--- config.mk ---
export PLATFORM = sky130hd
export DESIGN_NAME = wdt_supervisor
export DESIGN_NICKNAME = d
export VERILOG_FILES = /design/src/rtl/wdt_pkg.sv /design/src/rtl/wdt_kick_sync.sv /design/src/rtl/wdt_core_fsm.sv /design/src/rtl/wdt_reset_ctrl.sv /design/src/rtl/wdt_supervisor.sv
export SDC_FILE = /design/constraint.sdc
export NUM_CORES = 1
export LEC_CHECK = 0
export ABC_AREA = 1
export BUFFER_PORTS_ARGS = -buffer_cell sky130_fd_sc_hd__buf_2
export CAP_MARGIN = 25
export CORE_UTILIZATION = 40
export CTS_CLUSTER_DIAMETER = 150
export DETAILED_ROUTE_END_ITERATION = 7
export PLACE_DENSITY = 0.62
export SLEW_MARGIN = 20
export SYNTH_ARGS = -nofsm -noshare
export SYNTH_HDL_FRONTEND = slang
export SYNTH_HIERARCHICAL = 1
export SYNTH_SLANG_ARGS = --single-unit
--- constraint.sdc ---
create_clock -name clk -period 4.05 [get_ports clk]
set_clock_uncertainty 0.15 [all_clocks]
set_input_delay 1.215 -clock clk [delete_from_list [all_inputs] [get_ports clk]]
set_output_delay 1.215 -clock clk [all_outputs]
set_load 0.01 [all_outputs]
--- src/rtl/wdt_pkg.sv ---
package wdt_pkg;

  typedef enum logic [2:0] {
    WS_IDLE  = 3'd0,
    WS_DELAY = 3'd1,
    WS_WATCH = 3'd2,
    WS_ALARM = 3'd3,
    WS_HOLD  = 3'd4
  } wdt_state_e;

  // timeout length in cycles for a select value
  function automatic int unsigned tmo_cycles(input int unsigned base, input int unsigned sel);
    return base << sel;
  endfunction

  // startup delay in cycles for a nonzero code; code 0 means none
  function automatic int unsigned start_cycles(input int unsigned unit, input int unsigned code);
    return (code == 0) ? 0 : (unit << (code - 1));
  endfunction

  function automatic int unsigned max2(input int unsigned a, input int unsigned b);
    return (a > b) ? a : b;
  endfunction

endpackage

--- src/rtl/wdt_kick_sync.sv ---
module wdt_kick_sync #(
  parameter int STAGES = 2
) (
  input  logic clk,
  input  logic por_n,
  input  logic kick_async,
  output logic kick_edge
);
  localparam int NS = (STAGES < 2) ? 2 : STAGES;

  logic [NS-1:0] chain;
  logic          last_q;

  genvar g;
  generate
    for (g = 0; g < NS; g++) begin : g_stage
      if (g == 0) begin : g_first
        always_ff @(posedge clk or negedge por_n) begin
          if (!por_n) chain[0] <= 1'b0;
          else        chain[0] <= kick_async;
        end
      end else begin : g_next
        always_ff @(posedge clk or negedge por_n) begin
          if (!por_n) chain[g] <= 1'b0;
          else        chain[g] <= chain[g-1];
        end
      end
    end
  endgenerate

  always_ff @(posedge clk or negedge por_n) begin
    if (!por_n) last_q <= 1'b0;
    else        last_q <= chain[NS-1];
  end

  // either polarity counts as a kick
  assign kick_edge = chain[NS-1] ^ last_q;

endmodule

--- src/rtl/wdt_core_fsm.sv ---
module wdt_core_fsm
  import wdt_pkg::*;
#(
  parameter int TMO_BASE   = 16,
  parameter int SEL_W      = 2,
  parameter int START_UNIT = 8,
  parameter int WDO_PULSE  = 4
) (
  input  logic             clk,
  input  logic             por_n,
  input  logic             pwr_ok,
  input  logic             seq_rst,
  input  logic             kick_edge,
  input  logic             cfg_rst_en,
  input  logic             cfg_indep,
  input  logic [2:0]       cfg_start_code,
  input  logic [SEL_W-1:0] cfg_tmo_sel,
  input  logic             wd_rst,
  output logic             alarm,
  output logic             rst_req
);
  localparam int unsigned PULSE_CYC = (WDO_PULSE < 2) ? 2 : WDO_PULSE;
  localparam int unsigned TMO_MAX   = tmo_cycles(TMO_BASE, (1 << SEL_W) - 1);
  localparam int unsigned DLY_MAX   = start_cycles(START_UNIT, 7);
  localparam int unsigned CNT_MAX   = max2(max2(TMO_MAX, DLY_MAX), PULSE_CYC);
  localparam int          CNT_W     = $clog2(CNT_MAX + 1);

  wdt_state_e       st;
  logic [CNT_W-1:0] cnt;
  logic [CNT_W-1:0] tmo_last;
  logic [CNT_W-1:0] dly_last;
  logic             rst_en_q;
  logic             parked;

  always_comb begin
    tmo_last = CNT_W'(tmo_cycles(TMO_BASE, 32'(cfg_tmo_sel)) - 1);
    dly_last = CNT_W'(start_cycles(START_UNIT, 32'(cfg_start_code)) - 1);
  end

  // coupled mode: a sequencer request holds the watchdog idle
  assign parked = !pwr_ok || (!cfg_indep && seq_rst);

  always_ff @(posedge clk or negedge por_n) begin
    if (!por_n) begin
      st       <= WS_IDLE;
      cnt      <= '0;
      rst_en_q <= 1'b0;
    end else if (parked) begin
      st       <= WS_IDLE;
      cnt      <= '0;
      rst_en_q <= 1'b0;
    end else begin
      case (st)
        WS_IDLE: begin
          cnt <= '0;
          st  <= (cfg_start_code == 3'd0) ? WS_WATCH : WS_DELAY;
        end
        WS_DELAY: begin
          if (cnt == dly_last) begin
            cnt <= '0;
            st  <= WS_WATCH;
          end else begin
            cnt <= cnt + 1'b1;
          end
        end
        WS_WATCH: begin
          if (kick_edge) begin
            cnt <= '0;
          end else if (cnt == tmo_last) begin
            cnt      <= '0;
            st       <= WS_ALARM;
            rst_en_q <= cfg_rst_en;
          end else begin
            cnt <= cnt + 1'b1;
          end
        end
        WS_ALARM: begin
          if (cnt == CNT_W'(PULSE_CYC - 1)) begin
            cnt <= '0;
            st  <= rst_en_q ? WS_HOLD : WS_WATCH;
          end else begin
            cnt <= cnt + 1'b1;
          end
        end
        WS_HOLD: begin
          if (!wd_rst) begin
            cnt <= '0;
            st  <= WS_WATCH;
          end
        end
        default: begin
          cnt <= '0;
          st  <= WS_IDLE;
        end
      endcase
    end
  end

  assign alarm   = (st == WS_ALARM);
  assign rst_req = (st == WS_ALARM) && (cnt == '0) && rst_en_q;

  // the running count never passes the selected timeout
  p_cnt_in_window_r3: assert property (@(posedge clk) disable iff (!por_n)
    (st == WS_WATCH) |-> (cnt <= tmo_last));

  // in standalone mode a sequencer request does not disturb a running count
  p_indep_ignores_seq_r10: assert property (@(posedge clk) disable iff (!por_n)
    (st == WS_WATCH && cfg_indep && seq_rst && pwr_ok && !kick_edge && cnt != tmo_last)
      |=> (st == WS_WATCH && cnt == $past(cnt) + 1'b1));

  // in coupled mode a sequencer request parks the watchdog
  p_dep_parks_r11: assert property (@(posedge clk) disable iff (!por_n)
    (!cfg_indep && seq_rst) |=> (st == WS_IDLE && !alarm));

  // no supply-good, no monitoring
  p_idle_without_pwr_r12: assert property (@(posedge clk) disable iff (!por_n)
    !pwr_ok |=> (st == WS_IDLE));

endmodule

--- src/rtl/wdt_reset_ctrl.sv ---
module wdt_reset_ctrl #(
  parameter int RST_HOLD = 6
) (
  input  logic clk,
  input  logic por_n,
  input  logic rst_req,
  input  logic flag_clr,
  output logic wd_rst,
  output logic wdr_flag
);
  localparam int HOLD_CYC = (RST_HOLD < 1) ? 1 : RST_HOLD;
  localparam int HCNT_W   = $clog2(HOLD_CYC + 1);

  logic [HCNT_W-1:0] hcnt;

  always_ff @(posedge clk or negedge por_n) begin
    if (!por_n) begin
      wd_rst <= 1'b0;
      hcnt   <= '0;
    end else if (rst_req) begin
      wd_rst <= 1'b1;
      hcnt   <= '0;
    end else if (wd_rst) begin
      if (hcnt == HCNT_W'(HOLD_CYC - 1)) wd_rst <= 1'b0;
      else                               hcnt   <= hcnt + 1'b1;
    end
  end

  // set wins over clear
  always_ff @(posedge clk or negedge por_n) begin
    if (!por_n)        wdr_flag <= 1'b0;
    else if (rst_req)  wdr_flag <= 1'b1;
    else if (flag_clr) wdr_flag <= 1'b0;
  end

  // the cause flag is raised together with the watchdog reset
  p_flag_with_rst_r9: assert property (@(posedge clk) disable iff (!por_n)
    $rose(wd_rst) |-> wdr_flag);

  // the watchdog reset only starts on a request from the core
  p_rst_only_on_req_r7: assert property (@(posedge clk) disable iff (!por_n)
    $rose(wd_rst) |-> $past(rst_req));

  // the flag drops only on a clear
  p_flag_sticky_r9: assert property (@(posedge clk) disable iff (!por_n)
    $fell(wdr_flag) |-> $past(flag_clr));

endmodule

--- src/rtl/wdt_supervisor.sv ---
module wdt_supervisor #(
  parameter int SYNC_STAGES = 2,
  parameter int TMO_BASE    = 16,
  parameter int SEL_W       = 2,
  parameter int START_UNIT  = 8,
  parameter int WDO_PULSE   = 4,
  parameter int RST_HOLD    = 6
) (
  input  logic             clk,
  input  logic             por_n,
  input  logic             pwr_ok,
  input  logic             seq_rst,
  input  logic             wdi,
  input  logic             cfg_rst_en,
  input  logic             cfg_indep,
  input  logic [2:0]       cfg_start_code,
  input  logic [SEL_W-1:0] cfg_tmo_sel,
  input  logic             wdr_clr,
  output logic             wdo_n,
  output logic             rst_n,
  output logic             wdr_flag
);
  logic kick_edge;
  logic alarm;
  logic rst_req;
  logic wd_rst;

  wdt_kick_sync #(.STAGES(SYNC_STAGES)) sync_i (
    .clk        (clk),
    .por_n      (por_n),
    .kick_async (wdi),
    .kick_edge  (kick_edge)
  );

  wdt_core_fsm #(
    .TMO_BASE   (TMO_BASE),
    .SEL_W      (SEL_W),
    .START_UNIT (START_UNIT),
    .WDO_PULSE  (WDO_PULSE)
  ) core_i (
    .clk            (clk),
    .por_n          (por_n),
    .pwr_ok         (pwr_ok),
    .seq_rst        (seq_rst),
    .kick_edge      (kick_edge),
    .cfg_rst_en     (cfg_rst_en),
    .cfg_indep      (cfg_indep),
    .cfg_start_code (cfg_start_code),
    .cfg_tmo_sel    (cfg_tmo_sel),
    .wd_rst         (wd_rst),
    .alarm          (alarm),
    .rst_req        (rst_req)
  );

  wdt_reset_ctrl #(.RST_HOLD(RST_HOLD)) rctl_i (
    .clk      (clk),
    .por_n    (por_n),
    .rst_req  (rst_req),
    .flag_clr (wdr_clr),
    .wd_rst   (wd_rst),
    .wdr_flag (wdr_flag)
  );

  assign wdo_n = !alarm;
  assign rst_n = !(wd_rst || seq_rst);

  // the watchdog reset rises only while the alarm is already low
  p_alarm_before_rst_r6: assert property (@(posedge clk) disable iff (!por_n)
    $rose(wd_rst) |-> !wdo_n);

endmodule

==> impl_metrics.json <==
{
  "cts_root_buffer": "clkbuf_8",
  "dr.pass1.iters": 4,
  "synth_xor_area_share_pct": 4.17,
  "synth_top_family_by_area": "simple AND/OR/NAND/NOR gates",
  "mostFrequentLayoutCells": "82 x nand2_1, 43 x nand3_1, 37 x inv_1",
  "die_area_mm2": 0.00500,
  "drive_gt1_share_pct": 13.7,
  "synth-simple-area-share_pct": 42.6,
  "hold_depth": 0,
  "dpl-instance-area_mm2": 0.00201,
  "syn_inst": 286,
  "postCtsSetupBuffers": 0,
  "synth_compound_area_share_pct": 6.16,
  "area_growth_pct": 10.0,
  "cts-htree-levels": 1,
  "dp_hpwl_mm": 3.24,
  "overflow": 0,
  "numClockSinks": 22,
  "fin_nets": 324,
  "period_share_pct": 88.3,
  "layout_commonest_cell": "nand2_1",
  "synth_fp_nets": 310,
  "cts_tree": "built",
  "rr_worst_depth": 14,
  "gp_congestion": 0.848,
  "die_h_um": 70.7,
  "start_util_pct": 42.5,
  "final.setup.worst_slack_ns": 0.475,
  "layout_min_cycle_time_ns": 3.57,
  "row_count": 24,
  "die_w_um": 70.7,
  "grt_use_total_pct": 18.1,
  "power_leakage_nw": 1.15,
  "ant_nets": 0,
  "yosysSeqAreaShare_pct": 29.1,
  "cp_max_fo": 10,
  "async_flop_share_pct": 100,
  "io_pins": 16,
  "syn_area_per_cell_um2": 6.61,
  "relSlewSlack_pct": 45.2,
  "final-max-slew-violation-count": 0,
  "portBuffers": 15,
  "setup-violations-final": 0,
  "core_mm2": 0.00444,
  "ctsHoldBuffers": 0,
  "ys_seq_elements": 22,
  "irDropWorstVdd_uv": 273,
  "yosys_warnings": 6,
  "clk_latency_ns": 0.27,
  "grt_max_degree": 23,
  "start_kind": "primary input",
  "hold_ws_ns": 0.206,
  "fin_tns_setup_ns": 0,
  "ys_types": 30,
  "cts_buffers": 3,
  "drt-wirelength-per-cell_um": 11.6,
  "routed_via_density": 5.06,
  "yosys.area_share.adder_pct": 7.28,
  "cp_data_required_time_ns": 4.06,
  "clk_pin_slew_ns": 0.08,
  "drv.max_cap_violation_count": 0,
  "drc": 0,
  "crit_path_end_kind": "register",
  "worstMarginPinSlew_ns": 0.816,
  "muxShareOfSynthArea_pct": 0,
  "outcome": "completed",
  "vias": 1775,
  "min_path_type": "register to register",
  "criticalPathCategory": "primary input to register",
  "cts_resized": 0,
  "wirelength_mm": 4.07,
  "max_freq_mhz": 280,
  "grt_pass1_wl_mm": 7.36,
  "synth_edf_count": 0,
  "rsz0062_at_grt": "false",
  "grt_pass1_vias": 1651,
  "syn_area_mm2": 0.00189,
  "dp_worst_setup_slack_ns": 0.216,
  "drt_first_iter_violations": 126,
  "design_area_mm2": 0.00208,
  "ys.flop_type": "dfrtp_1",
  "p_per_area_mw_per_mm2": 373,
  "antenna_found_initial": 0,
  "finalHoldViolCount": 0,
  "antennaDiodeCount": 0,
  "clockBufferDepth": 2,
  "arrival_ns": 3.59
}
stage by stage:
| stage | total power, mW | cells | util [%] |
|---|---|---|---|
| after global routing | 0.836 | 351 | 46.8 |
| after floorplan | 0.502 | 286 | - |
| after global placement | 0.570 | 347 | 45.2 |
| after detailed placement | 0.571 | 347 | 45.2 |
| final | 0.776 | 351 | 46.8 |
| after CTS | 0.781 | 351 | 46.8 |
worst paths after layout:
path                       slack [ns]              end               from
hold reg to reg                  0.21  sync_i/chain[1]    sync_i/chain[0]
max in group asynchronous        2.65     core_i/st[0]              por_n
hold / removal                   0.21  sync_i/chain[1]    sync_i/chain[0]
min in group asynchronous        0.75     core_i/st[2]              por_n
setup / recovery                 0.48    core_i/cnt[0]  cfg_start_code[1]
setup reg to reg                 1.90    core_i/cnt[0]      core_i/cnt[1]
critical path: stages:
cell and delay [ns]:
buf_2 0.12, inv_1 0.12, ha_1 0.22, inv_1 0.07, nand2_1 0.10, nand2_4 0.09, nor2_2 0.11, nand2_1 0.11
ha_1 0.34, o21ai_0 0.08, a21oi_1 0.13, nand2_1 0.06, nor2_1 0.15, nand3_1 0.10, nor2_1 0.09, nand2_1 0.08
nand2_1 0.11, nand3_4 0.14, nand3_1 0.11, nand2_1 0.05
report_power, final:
part	switching [mW]	internal [mW]
registers	0.0333	0.251
logic	0.181	0.101
clock network	0.0773	0.132
total	0.291	0.484
registers in the layout (all words and copies together), names as in the netlist:
name             flops
core_i/cnt          10
core_i/st            3
rctl_i/hcnt          3
sync_i/chain         2
core_i/rst_en_q      1
rctl_i/wd_rst        1
rctl_i/wdr_flag      1
sync_i/last_q        1
synth_stat cells (2+ instances only):
master / instances / area [um2]
o21ai_1: 4 / 20.0
nand4_1: 4 / 25.0
nand2_4: 4 / 45.0
clkbuf_1: 5 / 18.8
inv_2: 5 / 18.8
nand2_1: 82 / 308
o21ai_0: 5 / 25.0
a21oi_1: 2 / 10.0
inv_1: 37 / 139
a31oi_1: 2 / 12.5
nor3_1: 6 / 30.0
nor2_1: 27 / 101
nand3_1: 43 / 215
nor2_2: 4 / 25.0
xor2_1: 7 / 61.3
nand2_2: 3 / 18.8
xnor2_1: 2 / 17.5
dfrtp_1: 22 / 551
ha_1: 11 / 138
cell families (layout without fill, tap and decap cells):
| kind of cell | count (synthesis) | in the layout |
|---|---|---|
| flip-flops | 22 | 22 |
| AND/OR/NAND/NOR | 176 | 176 |
| AO/OA/AOI/OAI | 18 | 18 |
| adder cells (fa/ha/maj) | 11 | 11 |
| buffers and inverters | 50 | 63 |
| XOR/XNOR | 9 | 9 |
cell type report:
cell class	count	area, um2
Timing Repair Buffer	15	75.1
Fill cell	495	2370
Inverter	44	179
Sequential cell	22	551
Clock buffer	3	41.3
Multi-Input combinational cell	214	1140
Tap cell	52	65.1
Clock inverter	1	30.0
routing by layer:
layer | wire [um] | track usage [%] | vias to the layer above
li1 | - | - | 927
met1 | 2050 | 26.8 | 811
met2 | 1780 | 28.2 | 33
met3 | 210 | 3.13 | 4
met4 | 25 | 2.67 | 0
met5 | 0 | 0 | -
Power figures use the tool's default switching activity.
